## config.mk

```make
export PLATFORM = sky130hd
export DESIGN_NAME = bcd_mod24_down
export DESIGN_NICKNAME = d
export VERILOG_FILES = /design/src/rtl/bcd24_pkg.sv /design/src/rtl/updn_cell.sv /design/src/rtl/wrap_ctrl.sv /design/src/rtl/bcd_mod24_down.sv
export SDC_FILE = /design/constraint.sdc
export NUM_CORES = 1
export LEC_CHECK = 0
export ABC_AREA = 1
export ABC_CLOCK_PERIOD_IN_PS = 3750
export CAP_MARGIN = 25
export CORE_AREA = 8 8 45 47
export CTS_BUF_LIST = sky130_fd_sc_hd__clkbuf_4 sky130_fd_sc_hd__clkbuf_8 sky130_fd_sc_hd__clkbuf_16
export CTS_CLUSTER_DIAMETER = 60
export DETAILED_ROUTE_END_ITERATION = 8
export DIE_AREA = 0 0 53 55
export SLEW_MARGIN = 20
export SYNTH_ARGS = -nofsm -noshare
export SYNTH_HDL_FRONTEND = slang
export SYNTH_SLANG_ARGS = --single-unit
```

## constraint.sdc

```tcl
create_clock -name clk -period 3.75 [get_ports clk]
set_input_delay 0.75 -clock clk [delete_from_list [all_inputs] [get_ports clk]]
set_output_delay 0.75 -clock clk [all_outputs]
set_load 0.02 [all_outputs]
```

## src/rtl/bcd24_pkg.sv

```systemverilog
package bcd24_pkg;
  localparam int DIGIT_W = 4;
  typedef logic [DIGIT_W-1:0] digit_t;
endpackage

```

## src/rtl/updn_cell.sv

```systemverilog
module updn_cell #(
  parameter int W = 4
) (
  input  logic         clk,
  input  logic         clr,
  input  logic         ld,
  input  logic         ce,
  input  logic         up,
  input  logic [W-1:0] din,
  output logic [W-1:0] q,
  output logic         tc
);
  localparam logic [W-1:0] ALL_ONE  = {W{1'b1}};
  localparam logic [W-1:0] ALL_ZERO = '0;

  always_ff @(posedge clk or posedge clr) begin
    if (clr)     q <= ALL_ZERO;
    else if (ld) q <= din;
    else if (ce) q <= up ? q + 1'b1 : q - 1'b1;
  end

  // terminal value depends on direction
  assign tc = ce & (up ? (q == ALL_ONE) : (q == ALL_ZERO));

  // clear forces the cell to zero
  AST_CELL_CLR_ZERO: assert property (@(posedge clk) clr |-> q == ALL_ZERO) else $error("cell clear");
  // load wins over counting
  AST_CELL_LD_FIRST: assert property (@(posedge clk) disable iff (clr) ld |=> q == $past(din)) else $error("cell load");
endmodule

```

## src/rtl/wrap_ctrl.sv

```systemverilog
module wrap_ctrl
  import bcd24_pkg::*;
#(
  parameter int TENS_WRAP  = 2,
  parameter int UNITS_WRAP = 3,
  parameter int UNITS_TOP  = 9
) (
  input  logic   en,
  input  logic   u_tc,
  input  logic   t_tc,
  output logic   u_ce,
  output logic   u_ld,
  output digit_t u_din,
  output logic   t_ce,
  output logic   t_ld,
  output digit_t t_din,
  output logic   wrap_tc
);
  localparam digit_t T_WRAP = digit_t'(TENS_WRAP);
  localparam digit_t U_WRAP = digit_t'(UNITS_WRAP);
  localparam digit_t U_TOP  = digit_t'(UNITS_TOP);

  assign u_ce    = en;
  assign u_ld    = u_tc;                       // units borrow: reload
  assign u_din   = t_tc ? U_WRAP : U_TOP;      // at 00 reload low digit of wrap
  assign t_ce    = u_tc;                       // tens steps on units borrow only
  assign t_ld    = t_tc;                       // tens at zero with borrow: wrap
  assign t_din   = T_WRAP;
  assign wrap_tc = t_tc;
endmodule

```

## src/rtl/bcd_mod24_down.sv

```systemverilog
module bcd_mod24_down
  import bcd24_pkg::*;
#(
  parameter int TENS_WRAP  = 2,
  parameter int UNITS_WRAP = 3,
  parameter int UNITS_TOP  = 9
) (
  input  logic               clk,
  input  logic               clr,
  input  logic               en,
  output logic [DIGIT_W-1:0] tens,
  output logic [DIGIT_W-1:0] units,
  output logic               tc
);
  localparam digit_t T_WRAP = digit_t'(TENS_WRAP);
  localparam digit_t U_WRAP = digit_t'(UNITS_WRAP);
  localparam digit_t U_TOP  = digit_t'(UNITS_TOP);

  logic   u_ce, u_ld, u_tc, t_ce, t_ld, t_tc;
  digit_t u_din, t_din;

  wrap_ctrl #(.TENS_WRAP(TENS_WRAP), .UNITS_WRAP(UNITS_WRAP), .UNITS_TOP(UNITS_TOP)) u_ctrl (
    .en(en), .u_tc(u_tc), .t_tc(t_tc),
    .u_ce(u_ce), .u_ld(u_ld), .u_din(u_din),
    .t_ce(t_ce), .t_ld(t_ld), .t_din(t_din),
    .wrap_tc(tc)
  );

  updn_cell #(.W(DIGIT_W)) u_units (
    .clk(clk), .clr(clr), .ld(u_ld), .ce(u_ce), .up(1'b0),
    .din(u_din), .q(units), .tc(u_tc)
  );

  updn_cell #(.W(DIGIT_W)) u_tens (
    .clk(clk), .clr(clr), .ld(t_ld), .ce(t_ce), .up(1'b0),
    .din(t_din), .q(tens), .tc(t_tc)
  );

  AST_HOLD_IDLE: assert property (@(posedge clk) disable iff (clr)
    !en |=> $stable(tens) && $stable(units)) else $error("hold");
  AST_UNITS_STEP: assert property (@(posedge clk) disable iff (clr)
    en && units != 0 |=> units == $past(units) - 1'b1 && $stable(tens)) else $error("step");
  AST_BORROW: assert property (@(posedge clk) disable iff (clr)
    en && units == 0 && tens != 0 |=> units == U_TOP && tens == $past(tens) - 1'b1) else $error("borrow");
  AST_WRAP_23: assert property (@(posedge clk) disable iff (clr)
    en && units == 0 && tens == 0 |=> tens == T_WRAP && units == U_WRAP) else $error("wrap");
  AST_TC_ZERO: assert property (@(posedge clk) disable iff (clr)
    tc == (en && tens == 0 && units == 0)) else $error("tc");
  AST_IN_RANGE: assert property (@(posedge clk) disable iff (clr)
    tens <= T_WRAP && units <= U_TOP && (tens != T_WRAP || units <= U_WRAP)) else $error("range");
endmodule

```

Word level (Yosys, flattened, before mapping). Index checks and enable logic that the tools add are counted.

Flip-flop bits (word level): 8. Input bits: 3. Output and inout port bits: 9.

Add/subtract/negate cells: 2. Muxes and demuxes: 5. Bitwise logic cells: 2. Reductions and logical operators: 4.

Operators with widths (count): 4-bit two-way mux (5); 4-bit logical NOT (2); 4-bit by 1-bit subtractor with 4-bit output (second input constant) (2); 2-bit nonzero test (2); 1-bit bitwise AND (2).

Depth between registers and ports, before layout. Gate-level depths: netlist of run 1.

Word-level depth: 5. Mapped depth: 8.

By module. From an unflattened synthesis of run 1, not the netlist that was laid out.

Cells, all modules: 107. Area total of the unflattened synthesis: 762.0 µm².

By module, submodules not included: updn_cell at u_tens (instances 1, cells an instance 47, area an instance 339.1 µm²); updn_cell at u_units (instances 1, cells an instance 44, area an instance 317.8 µm²); wrap_ctrl (instances 1, cells an instance 15, area an instance 101.3 µm²); bcd_mod24_down (instances 1, cells an instance 1, area an instance 3.8 µm²).

Worst setup path before layout of run 1. No wires, ideal clock.

Kind: register to output. From: register u_units.q[0]. To: output tc. Data arrival time: 1.164 ns. Data required time: 3.000 ns. Setup slack: 1.836 ns. Stages on the path, launching flop included: 5. Buffers on the path: 0. Cell sequence: dfrtp_1 inv_1 ha_1 nand3_2 nor2_2.

Longest elaborated chain between the ends: 3.

RTL lines: from (decl) (RTL line updn_cell.sv:10) `output logic [W-1:0] q,`; from (signal assigned) (RTL line updn_cell.sv:18) `else if (ld) q <= din;`; from (signal assigned) (RTL line updn_cell.sv:19) `else if (ce) q <= up ? q + 1'b1 : q - 1'b1;`; 4-bit logical NOT (RTL line updn_cell.sv:23) `assign tc = ce & (up ? (q == ALL_ONE) : (q == ALL_ZERO));`; 1-bit bitwise AND (2 in series) (RTL line updn_cell.sv:23); to (decl) (RTL line bcd_mod24_down.sv:13) `output logic tc`.

Every way passes these cells.

Worst setup path after layout of run 1.
From: input en. To: output tc.

Longest elaborated chain between the ends: 2.

RTL lines: from (decl) (RTL line bcd_mod24_down.sv:10) `input logic en,`; 1-bit bitwise AND (2 in series) (RTL line updn_cell.sv:23).

Every way passes these cells.

==> results.py, run 1 <==
metrics = {
    "global_route": {
        "grt_pass1_vias": 437,
        "grt_pass1_wl_um": 1720,
        "grt_usage_pct": 8.18,
        "antenna_found_initial": 0,
        "gr-total-overflow": 0,
        "grt_start_max_net_pins": 9,
    },
    "routing": {
        "dr.pass1.iters": 4,
        "vias_per_cell": 4.63,
        "postRouteAntennaNets": 0,
        "met3_length_um": 100,
        "drt_iter0_markers": 2,
        "met2_wirelength_um": 462,
        "avgRoutedWirePerCell_um": 10.9,
        "wl_met1_um": 436,
        "vias": 431,
        "highest_layer": "met4",
        "wirelength_um": 1020,
        "drc": 0,
    },
    "hold_path": {
        "worstHoldPathType": "flop to flop",
        "min_path_cells": 2,
        "worstHoldEndpoint": "u_units.q[1]",
        "hold_start": "u_units.q[1]",
    },
    "yosys": {
        "synthesis.nets": 69,
        "ys.flop_type": "dfrtp_1",
        "yosysSeqAreaShare_pct": 42.0,
        "ys_top_cells_by_area": "dfrtp_1, nand2_1, inv_1, ha_1, o21ai_0",
        "synth-edff-count": 0,
        "async_reset_ff_share_pct": 100,
        "synth.distinct_cells": 14,
        "syn_area_per_cell_sq_um": 7.57,
        "synth_mux_area_share_pct": 0,
        "synth_compound_gate_area_share_pct": 6.30,
        "ys.warnings.count": 0,
        "synth_fa_ha_area_share_pct": 7.87,
        "syn_area_sq_um": 477,
        "yosys.area_share.simple_pct": 33.3,
        "synth_xor_area_share_pct": 1.84,
        "ys_ff_latch": 8,
        "synth_top_area_cell": "dfrtp_1",
        "yosys-top-cells-count": "nand2_1, inv_1, dfrtp_1",
        "syn_inst": 63,
        "synth_top_family_by_area": "simple AND/OR/NAND/NOR gates",
        "synth_top_area_share_pct": 42.0,
        "synth.most_common_cell": "nand2_1",
    },
    "sta": {
        "fmax_ghz": 0.328,
        "finClkSkew_ns": 0.00281,
        "period_share_pct": 81.4,
        "max-slew-margin-rel_pct": 76.8,
        "fin_setup_tns_ns": 0,
        "slew_violations": 0,
        "final_hold_viol_count": 0,
        "fin_crit_ns": 3.05,
        "rsz0062_at_grt": "no",
        "setup_violations": 0,
        "worstMarginPinSlew_ns": 0.348,
    },
    "floorplan": {
        "die_h_um": 55,
        "die_x_um": 53,
        "die_area_sq_um": 2920,
        "io_pins": 12,
        "std_cell_rows": 14,
        "core_sq_um": 1380,
        "start_util_pct": 34.4,
    },
    "clocking": {
        "root_buffer": "clkbuf_4",
        "cts_setup_buffers": 0,
        "clkTransAtPathRegs_ns": 0.06,
        "cts_buffers": 3,
        "worstSkewPairLatency_ns": 0.26,
        "cts_tree": "yes",
        "clock-sinks": 8,
        "ctsResizeCount": 0,
        "cts_hold_buf": 0,
        "htreeDepth": 1,
        "clockBufferDepth": 2,
    },
    "status": {
        "status": "finished clean",
    },
    "pwr": {
        "switching_share_pct": 45.1,
        "powerDensity_nw_per_um2": 827,
        "intPower_mw": 0.285,
        "leakage_nw": 0.328,
        "seq_power_share_pct": 32.4,
        "p_clk_share_pct": 13.1,
        "power_switching_mw": 0.235,
        "irDropWorstVdd_v": 0.000331,
        "combinationalPowerShare_pct": 54.5,
    },
    "worst_setup_path": {
        "crit_chain": "clkdlybuf4s50_1, nand3_2, nor2_2, clkdlybuf4s50_1",
        "cp_top_family": "buffers and inverters",
        "reg2regPathDepth": 7,
        "r2r_slack_ns": 2.42,
        "cp-start-kind": "input pin",
        "end_kind": "output pin",
        "slowest_stage": "clkdlybuf4s50_1",
        "r2r-start": "u_units.q[0]",
        "crit_top_cell": "clkdlybuf4s50_1",
        "regToRegEndpoint": "u_tens.q[0]",
        "critPathMaxStageDelay_ns": 0.61,
        "worst-path-stages": 4,
        "path_class": "input pin to output pin",
        "cp.arrival_ns": 2.30,
        "crit_fanout": 7,
        "crit_required_ns": 3.00,
        "critPathBufInv": 2,
    },
    "layout": {
        "multi_input_area_sq_um": 235,
        "syn2layout_area_growth_pct": 32.0,
        "fill_cells": 167,
        "fin_area_sq_um": 629,
        "drive_gt1_share_pct": 10.4,
        "final_core_util_pct": 45.5,
        "ff_latch_area_sq_um": 200,
        "final_nets": 85,
        "diodes": 0,
    },
    "placement": {
        "place_area_sq_um": 607,
        "hpwl_um": 785,
        "place_congestion": 0.713,
        "port_buffers": 11,
    },
    "run": {
        "maxCapViolations": 0,
    },
}
[state kept, by name (all words and copies together) (netlist names)]
register / flops
u_tens.q: 4
u_units.q: 4
[metal layers]
layer | global-route usage, % | up-vias
met5 | 0 | -
met4 | 6.47 | 0
met3 | 4.01 | 2
met2 | 12.9 | 13
met1 | 8.17 | 194
li1 | - | 222
[cells in the final DEF (no fill, tap or decap), drive strengths merged]
cell	Yosys	layout
a21oi	1	1
clkbuf	0	3
clkdlybuf4s50	0	11
dfrtp	8	8
ha	3	3
inv	11	11
nand2	20	20
nand3	6	6
nor2	7	7
nor3	1	1
o21ai	5	5
xor2	1	1
[worst min-delay path, cell delays in order, from the launching register on]
cell     delay (ns)
dfrtp_1        0.39
nand2_1        0.07
nand2_1        0.06
[power by group through the flow]
stage                     sequential [mW]  clock, mW  combinational (mW)
final                               0.168     0.0680               0.284
after global routing                0.175     0.0749               0.323
after CTS                           0.169     0.0698               0.289
after detailed placement            0.170          0               0.287
after global placement              0.170          0               0.286
after floorplan                     0.209          0               0.137
[metrics by stage]
| stage | power (mW) | instances | hold slack, ns | worst slack, ns |
|---|---|---|---|---|
| after floorplan | 0.346 | 63 | 0.566 | 1.84 |
| after detailed placement | 0.457 | 90 | 0.543 | 0.680 |
| after CTS | 0.528 | 93 | 0.559 | 0.678 |
| after global placement | 0.456 | 90 | 0.535 | 0.709 |
| after global routing | 0.572 | 93 | 0.588 | 0.591 |
| final | 0.520 | 93 | 0.558 | 0.697 |
[final cells by class]
type                    instances  share of cell area (%)
inverters                      11                    6.56
clock buffers                   3                    3.58
repair buffers                 11                    17.5
multi-input cells              44                    37.4
well taps                      16                    3.18
flip-flops and latches          8                    31.8
[cells by family after synthesis]
group                      Yosys count
and+or+nand+nor                     34
adders and majority gates            3
DFF                                  8
AOI/OAI and AO/OA                    6
buffers and inverters               11
xor gates and xnor gates             1
[how the worst max path moves through the flow]
| stage | endpoint | slack (ns) | from |
|---|---|---|---|
| after global routing | tc | 0.59 | en |
| after detailed placement | tc | 0.68 | en |
| after global placement | tc | 0.71 | en |
| final | tc | 0.70 | en |
| after CTS | tc | 0.68 | en |
| after floorplan | tc | 1.84 | u_units.q[0] |
Note: power is estimated with default switching activity, not from simulation.
==> run 2: changes to the inputs <==
--- a/config.mk
+++ b/config.mk
@@ -6,7 +6,7 @@
 export NUM_CORES = 1
 export LEC_CHECK = 0
 export ABC_AREA = 1
-export ABC_CLOCK_PERIOD_IN_PS = 3750
+export ABC_CLOCK_PERIOD_IN_PS = 3100
 export CAP_MARGIN = 25
 export CORE_AREA = 8 8 45 47
 export CTS_BUF_LIST = sky130_fd_sc_hd__clkbuf_4 sky130_fd_sc_hd__clkbuf_8 sky130_fd_sc_hd__clkbuf_16
==> constraint.sdc (replaced) <==
create_clock -name clk -period 3.1 [get_ports clk]
set_input_delay 0.62 -clock clk [delete_from_list [all_inputs] [get_ports clk]]
set_output_delay 0.62 -clock clk [all_outputs]
set_load 0.02 [all_outputs]
==> run 2 against run 1 <==
Core utilization increased by 0.54 points. Die area unchanged. Non-clock buffer count increased by 1. Worst setup slack got worse by 0.24 ns. Flip-flop and latch count unchanged. Highest routed layer unchanged. Critical endpoint unchanged. Design area increased by 1.2%. Routed wire length increased by 1.1%. Cell count increased by 1.1%. Via count increased by 0.46%. Largest power group unchanged.
==> results.py, run 2 (synthesized netlist as in run 1, its figures left out) <==
metrics = {
    "clocking": {
        "clockBufferDepth": 2,
        "clkTransAtPathRegs_ns": 0.06,
        "cts_buffers": 3,
        "htreeDepth": 1,
        "cts_hold_buf": 0,
        "root_buffer": "clkbuf_4",
        "cts_setup_buffers": 0,
        "ctsResizeCount": 0,
        "worstSkewPairLatency_ns": 0.25,
        "cts_tree": "yes",
        "clock-sinks": 8,
    },
    "sta": {
        "rsz0062_at_grt": "no",
        "fin_hold_ws_ns": 0.560,
        "slew_violations": 0,
        "finClkSkew_ns": 0.00294,
        "worstMarginPinSlew_ns": 0.337,
        "fmax_ghz": 0.378,
        "setup_violations": 0,
        "fin_crit_ns": 2.65,
        "max-slew-margin-rel_pct": 77.5,
        "period_share_pct": 85.4,
        "final_hold_viol_count": 0,
        "fin_setup_tns_ns": 0,
    },
    "pwr": {
        "switching_share_pct": 45.0,
        "power_switching_mw": 0.283,
        "combinationalPowerShare_pct": 54.7,
        "p_clk_share_pct": 12.7,
        "seq_power_share_pct": 32.6,
        "leakage_nw": 0.333,
        "powerDensity_nw_per_um2": 987,
        "irDropWorstVdd_v": 0.000392,
        "intPower_mw": 0.346,
    },
    "routing": {
        "vias": 433,
        "avgRoutedWirePerCell_um": 10.9,
        "drt_iter0_markers": 5,
        "wirelength_um": 1030,
        "drc": 0,
        "postRouteAntennaNets": 0,
        "vias_per_cell": 4.61,
        "dr.pass1.iters": 4,
    },
    "layout": {
        "diodes": 0,
        "layout_common_cells": "nand2_1, inv_1, clkdlybuf4s50_1, dfrtp_1",
        "layout_commonest_cell": "nand2_1",
        "final_nets": 86,
        "largest_registers": "u_tens.q: 4 flops, u_units.q: 4 flops",
        "fill_cells": 147,
        "syn2layout_area_growth_pct": 33.6,
        "drive_gt1_share_pct": 11.5,
        "final_core_util_pct": 46.0,
    },
    "worst_setup_path": {
        "crit_required_ns": 2.48,
        "crit_fanout": 7,
        "path_class": "input pin to output pin",
        "cp.arrival_ns": 2.03,
        "cp-start-kind": "input pin",
        "end_kind": "output pin",
        "reg2regPathDepth": 7,
    },
    "status": {
        "status": "finished clean",
    },
    "floorplan": {
        "die_x_um": 53,
        "io_pins": 12,
        "die_area_sq_um": 2920,
        "start_util_pct": 34.4,
        "std_cell_rows": 14,
        "die_h_um": 55,
        "core_sq_um": 1380,
    },
    "global_route": {
        "grt_usage_pct": 8.30,
        "grt_pass1_vias": 443,
        "antenna_found_initial": 0,
        "grt_start_max_net_pins": 9,
        "gr-total-overflow": 0,
        "grt_pass1_wl_um": 1790,
    },
    "placement": {
        "port_buffers": 11,
        "hpwl_um": 758,
        "place_congestion": 0.709,
    },
    "hold_path": {
        "min_path_cells": 2,
        "worstHoldPathType": "flop to flop",
    },
    "run": {
        "maxCapViolations": 0,
    },
}
## run 2: cell count changes in the layout (fill, tap and decap cells not counted), sizes merged
cell  change
buf       +1
## run 2: final timing paths
| check | startpoint | to | slack (ns) |
|---|---|---|---|
| setup / recovery | en | tc | 0.45 |
| hold / removal | u_tens.q[1] | u_tens.q[1] | 0.56 |
| setup reg to reg | u_units.q[0] | u_tens.q[0] | 1.77 |
| hold reg to reg | u_tens.q[1] | u_tens.q[1] | 0.56 |
| max in group asynchronous | clr | u_tens.q[3] | 2.23 |
| min in group asynchronous | clr | u_tens.q[2] | 0.62 |
## run 2: worst max-delay path: stages
cell and delay, ns:
clkdlybuf4s50_1 0.49, nand3_2 0.16, nor2_2 0.14, clkdlybuf4s50_1 0.61
## run 2: per-layer routing
metal | vias up | GRT usage [%] | routed length (um)
met2 | 10 | 12.9 | 467
met1 | 197 | 9.27 | 479
met5 | - | 0 | 0
met4 | 0 | 5.17 | 8
li1 | 224 | - | -
met3 | 2 | 3.48 | 72
## run 2: area by class of cell
| class | count | area (sq um) | area share (%) |
|---|---|---|---|
| Sequential cell | 8 | 200 | 31.4 |
| Clock buffer | 3 | 22.5 | 3.54 |
| Inverter | 11 | 41.3 | 6.48 |
| Tap cell | 16 | 20.0 | 3.14 |
| Multi-Input combinational cell | 44 | 235 | 36.9 |
| Timing Repair Buffer | 12 | 118 | 18.5 |
## run 2: stage by stage
step                area (sq um)  setup WS (ns)  cells  power (mW)
global placement             614          0.452     91       0.551
CTS                          637          0.430     94       0.638
floorplan                    477           1.32     63       0.418
global route                 637          0.359     94       0.696
finish                       637          0.452     94       0.629
detailed placement           614          0.438     91       0.553
## run 2: power groups by stage
stage | clock network, mW | logic, mW | registers (mW)
2_1_floorplan | 0 | 0.165 | 0.253
3_3_place_gp | 0 | 0.346 | 0.205
3_5_place_dp | 0 | 0.347 | 0.205
4_1_cts | 0.0843 | 0.349 | 0.204
5_1_grt | 0.0897 | 0.393 | 0.213
6_report | 0.0799 | 0.344 | 0.205
==> run 3: changes to the inputs <==
--- a/config.mk
+++ b/config.mk
@@ -13,6 +13,7 @@
 export CTS_CLUSTER_DIAMETER = 60
 export DETAILED_ROUTE_END_ITERATION = 8
 export DIE_AREA = 0 0 53 55
+export SKIP_LAST_GASP = 1
 export SLEW_MARGIN = 20
 export SYNTH_ARGS = -nofsm -noshare
 export SYNTH_HDL_FRONTEND = slang
==> results of run 3 <==
Same layout as run 2: the final DEF is identical, and so are final timing and power.
